--- src/rtl/pbs_pkg.sv ---
package pbs_pkg;
  typedef enum logic [2:0] {
    ST_IDLE  = 3'd0,
    ST_BYTE0 = 3'd1,
    ST_GAP   = 3'd2,
    ST_BYTE1 = 3'd3,
    ST_DONE  = 3'd4
  } pbs_state_t;
endpackage

--- src/rtl/pbs_ctrl.sv ---
module pbs_ctrl
  import pbs_pkg::*;
(
  input  logic clk,
  input  logic rst,
  input  logic req_valid,
  input  logic req_word,
  input  logic req_write,
  input  logic per_wait,
  output logic accept,
  output logic strobe,
  output logic rd_stb,
  output logic wr_stb,
  output logic lane_hi,
  output logic cap_lo,
  output logic cap_hi,
  output logic cpu_ready,
  output logic cpu_wait,
  output logic cpu_done
);
  pbs_state_t state_q, state_d;
  logic setup_q, setup_d;
  logic word_q, write_q;
  logic complete;

  assign cpu_ready = (state_q == ST_IDLE);
  assign accept    = cpu_ready && req_valid;
  assign strobe    = ((state_q == ST_BYTE0) && !setup_q) || (state_q == ST_BYTE1);
  assign complete  = strobe && !per_wait;
  assign rd_stb    = strobe && !write_q;
  assign wr_stb    = strobe && write_q;
  assign lane_hi   = (state_q == ST_GAP) || (state_q == ST_BYTE1);
  assign cap_lo    = (state_q == ST_BYTE0) && complete;
  assign cap_hi    = (state_q == ST_BYTE1) && complete;
  assign cpu_wait  = (state_q == ST_BYTE0) || (state_q == ST_GAP) || (state_q == ST_BYTE1);
  assign cpu_done  = (state_q == ST_DONE);

  always_comb begin
    state_d = state_q;
    setup_d = setup_q;
    unique case (state_q)
      ST_IDLE: if (accept) begin
        state_d = ST_BYTE0;
        setup_d = 1'b1;
      end
      ST_BYTE0: begin
        if (setup_q) setup_d = 1'b0;
        else if (complete) state_d = word_q ? ST_GAP : ST_DONE;
      end
      ST_GAP:   state_d = ST_BYTE1;
      ST_BYTE1: if (complete) state_d = ST_DONE;
      ST_DONE:  state_d = ST_IDLE;
      default:  state_d = ST_IDLE;
    endcase
  end

  always_ff @(posedge clk) begin
    if (rst) begin
      state_q <= ST_IDLE;
      setup_q <= 1'b0;
      word_q  <= 1'b0;
      write_q <= 1'b0;
    end else begin
      state_q <= state_d;
      setup_q <= setup_d;
      if (accept) begin
        word_q  <= req_word;
        write_q <= req_write;
      end
    end
  end


  wait_after_accept_chk: assert property (@(posedge clk) disable iff (rst)
    accept |=> cpu_wait);

  gap_after_byte_chk: assert property (@(posedge clk) disable iff (rst)
    complete |=> !strobe);

  done_then_ready_chk: assert property (@(posedge clk) disable iff (rst)
    cpu_done |=> cpu_ready && !cpu_done);
endmodule

--- src/rtl/pbs_datapath.sv ---
module pbs_datapath #(
  parameter int ADDR_W = 16,
  parameter int BYTE_W = 8
) (
  input  logic                clk,
  input  logic                rst,
  input  logic                accept,
  input  logic                req_word,
  input  logic [ADDR_W-1:0]   cpu_addr,
  input  logic [2*BYTE_W-1:0] cpu_wdata,
  input  logic                lane_hi,
  input  logic                cap_lo,
  input  logic                cap_hi,
  input  logic [BYTE_W-1:0]   per_rdata,
  output logic [ADDR_W-1:0]   per_addr,
  output logic [BYTE_W-1:0]   per_wdata,
  output logic [2*BYTE_W-1:0] cpu_rdata
);
  localparam int WORD_W = 2 * BYTE_W;

  logic [ADDR_W-1:0] addr_q;
  logic [WORD_W-1:0] wd_q;
  logic [BYTE_W-1:0] lo_q, hi_q;

  always_ff @(posedge clk) begin
    if (rst) begin
      addr_q <= '0;
      wd_q   <= '0;
      lo_q   <= '0;
      hi_q   <= '0;
    end else begin
      if (accept) begin
        addr_q <= req_word ? {cpu_addr[ADDR_W-1:1], 1'b0} : cpu_addr;
        wd_q   <= cpu_wdata;
        hi_q   <= '0;
      end
      if (cap_lo) lo_q <= per_rdata;
      if (cap_hi) hi_q <= per_rdata;
    end
  end

  assign per_addr  = lane_hi ? {addr_q[ADDR_W-1:1], 1'b1} : addr_q;
  assign per_wdata = lane_hi ? wd_q[WORD_W-1:BYTE_W] : wd_q[BYTE_W-1:0];
  assign cpu_rdata = {hi_q, lo_q};
endmodule

--- src/rtl/pair_byte_seq.sv ---
module pair_byte_seq #(
  parameter int ADDR_W = 16
) (
  input  logic              clk,
  input  logic              rst,
  input  logic              cpu_req_valid,
  output logic              cpu_ready,
  input  logic              cpu_size_n,
  input  logic              cpu_write,
  input  logic [ADDR_W-1:0] cpu_addr,
  input  logic [15:0]       cpu_wdata,
  output logic              cpu_wait,
  output logic              cpu_done,
  output logic [15:0]       cpu_rdata,
  output logic [ADDR_W-1:0] per_addr,
  output logic [7:0]        per_wdata,
  input  logic [7:0]        per_rdata,
  output logic              per_rd,
  output logic              per_wr,
  input  logic              per_wait
);
  localparam int BYTE_W = 8;

  logic accept, strobe, lane_hi, cap_lo, cap_hi;

  pbs_ctrl u_ctrl (
    .clk       (clk),
    .rst       (rst),
    .req_valid (cpu_req_valid),
    .req_word  (!cpu_size_n),
    .req_write (cpu_write),
    .per_wait  (per_wait),
    .accept    (accept),
    .strobe    (strobe),
    .rd_stb    (per_rd),
    .wr_stb    (per_wr),
    .lane_hi   (lane_hi),
    .cap_lo    (cap_lo),
    .cap_hi    (cap_hi),
    .cpu_ready (cpu_ready),
    .cpu_wait  (cpu_wait),
    .cpu_done  (cpu_done)
  );

  pbs_datapath #(.ADDR_W(ADDR_W), .BYTE_W(BYTE_W)) u_dp (
    .clk       (clk),
    .rst       (rst),
    .accept    (accept),
    .req_word  (!cpu_size_n),
    .cpu_addr  (cpu_addr),
    .cpu_wdata (cpu_wdata),
    .lane_hi   (lane_hi),
    .cap_lo    (cap_lo),
    .cap_hi    (cap_hi),
    .per_rdata (per_rdata),
    .per_addr  (per_addr),
    .per_wdata (per_wdata),
    .cpu_rdata (cpu_rdata)
  );


  setup_before_strobe_chk: assert property (@(posedge clk) disable iff (rst)
    $rose(strobe) |-> $stable(per_addr) && $stable(per_wdata));

  hold_in_wait_chk: assert property (@(posedge clk) disable iff (rst)
    strobe && per_wait |=> strobe && $stable(per_addr) && $stable(per_wdata));

  no_wait_at_done_chk: assert property (@(posedge clk) disable iff (rst)
    cpu_done |-> !cpu_wait && !per_rd && !per_wr);

  single_strobe_chk: assert property (@(posedge clk) disable iff (rst)
    !(per_rd && per_wr));
endmodule

--- config.mk ---
export PLATFORM = sky130hd
export DESIGN_NAME = pair_byte_seq
export DESIGN_NICKNAME = d
export VERILOG_FILES = /design/src/rtl/pbs_pkg.sv /design/src/rtl/pbs_ctrl.sv /design/src/rtl/pbs_datapath.sv /design/src/rtl/pair_byte_seq.sv
export SDC_FILE = /design/constraint.sdc
export NUM_CORES = 1
export LEC_CHECK = 0
export ABC_AREA = 1
export BUFFER_PORTS_ARGS = -buffer_cell sky130_fd_sc_hd__buf_2
export CAP_MARGIN = 20
export CORE_AREA = 2 2 82 69
export CTS_CLUSTER_DIAMETER = 30
export DETAILED_ROUTE_END_ITERATION = 8
export DIE_AREA = 0 0 84 71
export GPL_TIMING_DRIVEN = 0
export HOLD_SLACK_MARGIN = 0.05
export PLACE_DENSITY = 0.74
export SYNTH_ARGS = -nofsm -noshare
export SYNTH_HDL_FRONTEND = slang
export SYNTH_HIERARCHICAL = 1
export SYNTH_SLANG_ARGS = --single-unit
--- constraint.sdc ---
create_clock -name clk -period 3.6 [get_ports clk]
set_clock_uncertainty 0.1 [all_clocks]
set_input_delay 0.54 -clock clk [delete_from_list [all_inputs] [get_ports clk]]
set_output_delay 0.54 -clock clk [all_outputs]
set_load 0.01 [all_outputs]
# Yosys cells after proc, flatten, opt, wreduce, memory -nomap -nowiden
# Cells that the tools add are included.
# word_totals
regBits	54
# op_classes
mux	13
eq_ne	8
n_reduce_logical	20
# op_table
op	n
$mux 8	3
$mux 3	5
$pmux 3 s4	1
$logic_and 1x1->1	7
$eq 3x2->1 const B	2
$logic_not 1->1	4
$logic_or 1x1->1	4
$ne 2x1->1 const B	2
$ne 2x2->1 const B	2
$reduce_and 4->1	1
$reduce_bool 2->1	2
$eq 3x1->1 const B	1
$eq 3x3->1 const B	1
$logic_not 3->1	1
$mux 1	3
$pmux 1 s2	1
$reduce_and 2->1	1

# Longest topological paths before layout
# depth
depth_word	7
ltp_mapped	9
depth_no_buf	8

# Hierarchy
# The synthesis kept the hierarchy.
# by_module_without_submodules
module	seq_area_each_um2	area_per_inst_um2	n_inst	cells_per_inst
pbs_datapath	960.9	1901.8	1	251
pbs_ctrl	120.1	377.9	1	57
pair_byte_seq	0.0	3.8	1	1

# Least setup slack after synthesis
# Ideal clock, no wire load.
# synth_timing
path_kind	register to register
startpoint	reg u_ctrl.state_q[0]
endpoint	reg u_dp.lo_q[7]
period_less_slack_ns	1.652
slack_ns	1.948
setup_ns	0.116
path_buffers	0
arrival_time_ns	1.437
stages_incl_launch_ff	8
t_required_ns	3.384
cell_sequence	dfxtp_1 > inv_1 > nor2_4 > nand2_1 > nor3_1 > inv_1 > nor2_1 > nor2_1
# synth_between
elab_chain_len	5
# synth_rtl
item	line	text
start: declaration	pbs_ctrl.sv:21	pbs_state_t state_q, state_d;
start signal: assignment	pbs_ctrl.sv:64	state_q <= state_d;
$eq 3x1->1	pbs_ctrl.sv:28, pbs_ctrl.sv:33	
$logic_and 1x1->1	pbs_ctrl.sv:28	assign strobe = ((state_q == ST_BYTE0) && !setup_q) || (state_q == ST_BYTE1);
$logic_or 1x1->1	pbs_ctrl.sv:28	
$logic_and 1x1->1	pbs_ctrl.sv:29	assign complete = strobe && !per_wait;
$logic_and 1x1->1 *	pbs_ctrl.sv:33	assign cap_lo = (state_q == ST_BYTE0) && complete;
named net cap_lo	pair_byte_seq.sv:24	logic accept, strobe, lane_hi, cap_lo, cap_hi;
end signal: assignment	pbs_datapath.sv:37	if (cap_lo) lo_q <= per_rdata;
end: declaration	pbs_datapath.sv:23	logic [BYTE_W-1:0] lo_q, hi_q;
# Mark *: on every way through the listed nets, which the timed path passes. The rest lies on a longest branch.
# A chain may end at the register's enable or synchronous reset.

# Final worst setup path
# layout_timing
startpoint	reg u_ctrl.state_q[1]
endpoint	out per_wdata[7]
# layout_between
elab_chain_len	3
# layout_rtl
item	line	text
$eq 3x2->1	pbs_ctrl.sv:32	assign lane_hi = (state_q == ST_GAP) || (state_q == ST_BYTE1);
$logic_or 1x1->1 *	pbs_ctrl.sv:32	
named net lane_hi	pair_byte_seq.sv:24	
$mux 8 *	pbs_datapath.sv:43	assign per_wdata = lane_hi ? wd_q[WORD_W-1:BYTE_W] : wd_q[BYTE_W-1:0];
end: declaration	pair_byte_seq.sv:16	output logic [7:0] per_wdata,
# Marks and branches as above.

==> impl_summary.md <==
Detailed routing
For this run, design rule violations remaining after detail routing come to 0. The count of nets left with antenna violations once routing finished came out at 0. After the first detailed-routing iteration, the DRC count stood at 108.

The via count normalized by instance count is roughly 4.7. The detail-routed net length per standard cell is 11.43 microns. The routed wire length is 5370 microns. The count of TritonRoute iterations in the first routing pass is 4. The routed layout has 2199 vias.

Timing
Based on the critical path, the design can be clocked at up to between 400 and 500 MHz. The final count of hold timing violations came to 0. The final period utilization is 65.47%.

Headroom to the max-slew limit came out at 48.11%. The slew at the pin closest to its max-slew limit is between 0.7 and 0.8 ns. The worst-case setup margin in the final layout is 1.243 ns. The routed design could run at a clock period as short as 2.357 ns. The final hold slack is 0.3566 ns. Setup repair after global routing left no endpoint under its margin. The final setup violation count is 0. The final max-slew violation count is 0. The total negative slack is 0 ns.

Cells and area
With fillers left out, the area of the finished cells amounts to 2924 sq um. Cells with a size suffix above 1 make up 34.07% of the layout. The non-filler instance count after layout is 470. The layout overhead on the synthesized area is 28.27%. The number of nets in the layout is ~450. Counting the fill cells in the layout gives 514. 0 antenna diodes ended up in the layout. The core occupancy in the finished layout is 56.29%.

GRT
The number of antenna violations at the first check in global routing is 0. The leftover overflow at the end of global routing is 0. Global routing consumed, over all layers together, 18.46% of the routing resources. Entering global routing, the biggest net connects 16 pins. The number of global-route vias before repair is between 2000 and 2500. The first-pass GRT wire length is between 9000 and 10000 microns.

Setup path
The delay contributed by the slowest stage of the critical path is 0.48 ns. In this design, the largest share of critical-path delay is due to buffers and inverters. The required time of the worst setup path is 2.96 ns.

The highest fanout seen on the critical path is 10. Traced cell by cell, the critical path runs through inv_1 > nor2_1 > buf_2 > inv_1 > nand2_1 > nand2_1 > buf_2. The type of the setup path with the least slack is flip-flop to output port. The worst setup path is launched from a flip-flop. The setup slack of the most critical reg-to-reg path is ~1.5 ns. Counting both buffers and inverters, the worst setup path holds a total of 4.

The arrival time of the worst setup path is 1.72 ns. For this design, the slowest cell found on the critical path is sky130_fd_sc_hd__dfxtp_1. The critical path endpoint category is an output port.

Run status
The flow ran to the end, and the final reports show no timing, DRC or antenna violations.

Placement
The worst setup slack before clock tree synthesis is 1.477 ns. Summing all placed instances gives a cell area of 2811 sq um. The post-detailed-placement half-perimeter wirelength is 4038 microns. The instance count after placement with tap cells included is about 460. The last weighted congestion value of the routability-driven placer is 0.8116. Port buffering added 90 buffers.

Clocking
The number of hold buffers added after CTS is 0. The clock net in this run drives a total of 54 sinks. Once the clock tree was built, the setup fixing pass inserted 0 buffers. The CTS tree is done. The maximum level of the CTS H-tree is 2. The clock transition time at the flip-flop clock pins of the worst setup and hold paths is 0.09 ns. In this run the deepest clock path goes through 2 buffers. The post-cts gate resize count is 0. The root buffer cell is sky130_fd_sc_hd__clkbuf_8. The TritonCTS buffer count is 5. The clock insertion delay at the later pin of the skew report is 0.30 ns.

Floorplanning
From left edge to right edge, the die measures between 80 and 90 microns. The region available for standard cell placement spans 5195 sq um. The initial core utilization is 43.88%. 91 I/O pins were placed. The die area is 5964 sq um.

Row generation in the floorplan step produced 24 rows. The die is 71 microns tall.

Power and ir drop
The post-layout total power is 1.992 mW. The power per cell area is 681.4 nW/um^2. The leakage dissipation is 1.537 nW. IR analysis of the VDD net gives a maximum drop of just under 300 uV.

Worst hold path
The class of the tightest hold or removal check is primary input to flip-flop.

Synthesis
The Yosys step of the flow raised 6 warnings. In this run the cell area of the synthesized design comes to between 2000 and 2500 sq um. Counting every net in the synthesized netlist gives 354. Dividing the synthesized area by the synthesized cell count gives 7.402 sq um. Synthesis produced ~300 cells.

Run
The max-cap check violation count is 0.
power by group:
group          internal (mW)  total, mW  leakage [nW]  switching (mW)
logic                  0.325      0.778          1.04           0.453
clock network          0.223      0.410        0.0573           0.187
registers              0.733      0.804         0.444          0.0706
total                   1.28       1.99          1.54           0.711
worst reg2reg max path: stages, from the launching register on:
cell,delay [ns]
sky130_fd_sc_hd__dfxtp_1,0.48
sky130_fd_sc_hd__nor2_1,0.13
sky130_fd_sc_hd__inv_1,0.07
sky130_fd_sc_hd__nand2_1,0.08
sky130_fd_sc_hd__nor3_1,0.61
sky130_fd_sc_hd__inv_1,0.31
sky130_fd_sc_hd__nor2_1,0.16
sky130_fd_sc_hd__nor2_1,0.06
layout by cell type (no fill, tap or decap), types with 2 or more instances in the layout:
cell type	count
sky130_fd_sc_hd__buf_2	92
sky130_fd_sc_hd__nor2_1	88
sky130_fd_sc_hd__dfxtp_1	54
sky130_fd_sc_hd__nand2_1	51
sky130_fd_sc_hd__o21ai_0	40
sky130_fd_sc_hd__buf_4	15
sky130_fd_sc_hd__inv_1	14
sky130_fd_sc_hd__a21oi_1	14
sky130_fd_sc_hd__clkbuf_8	6
sky130_fd_sc_hd__buf_6	5
sky130_fd_sc_hd__clkbuf_4	4
sky130_fd_sc_hd__inv_2	3
sky130_fd_sc_hd__nor2_4	3
sky130_fd_sc_hd__clkbuf_2	3
sky130_fd_sc_hd__nor3_1	2
metal layers:
layer,routed length [microns],vias up,GRT usage [%]
met4,51,0,6.452
met1,2484,996,22.98
met2,2527,60,31.82
met5,0,-,0
li1,-,1139,-
met3,307,4,4.084
final cells by class:
class,instances,area [sq um],share of cell area (%)
timing repair buffer,90,450.4,15.40
buffer,29,224.0,7.659
clock inverter,1,30.03,1.027
tap,65,81.33,2.781
multi-input combinational,207,902.1,30.85
sequential,54,1081,36.97
clock buffer,6,82.58,2.824
inverter,18,72.57,2.482
final timing paths:
check	start	endpoint	cells after the start
worst max-delay path	u_ctrl/state_q[1]	per_wdata[7]	7
worst min-delay path	cpu_wdata[14]	u_dp/wd_q[14]	3
worst max register to register	u_ctrl/state_q[1]	u_dp/lo_q[7]	7
worst min register to register	u_dp/hi_q[5]	u_dp/hi_q[5]	2
state kept, by name, indices dropped and copies added (netlist names):
name and count:
u_ctrl/write_q 1, u_ctrl/setup_q 1, u_dp/addr_q 16, u_dp/lo_q 8
u_dp/wd_q 16, u_ctrl/state_q 3, u_ctrl/word_q 1, u_dp/hi_q 8
Power figures use the tool's default switching activity.
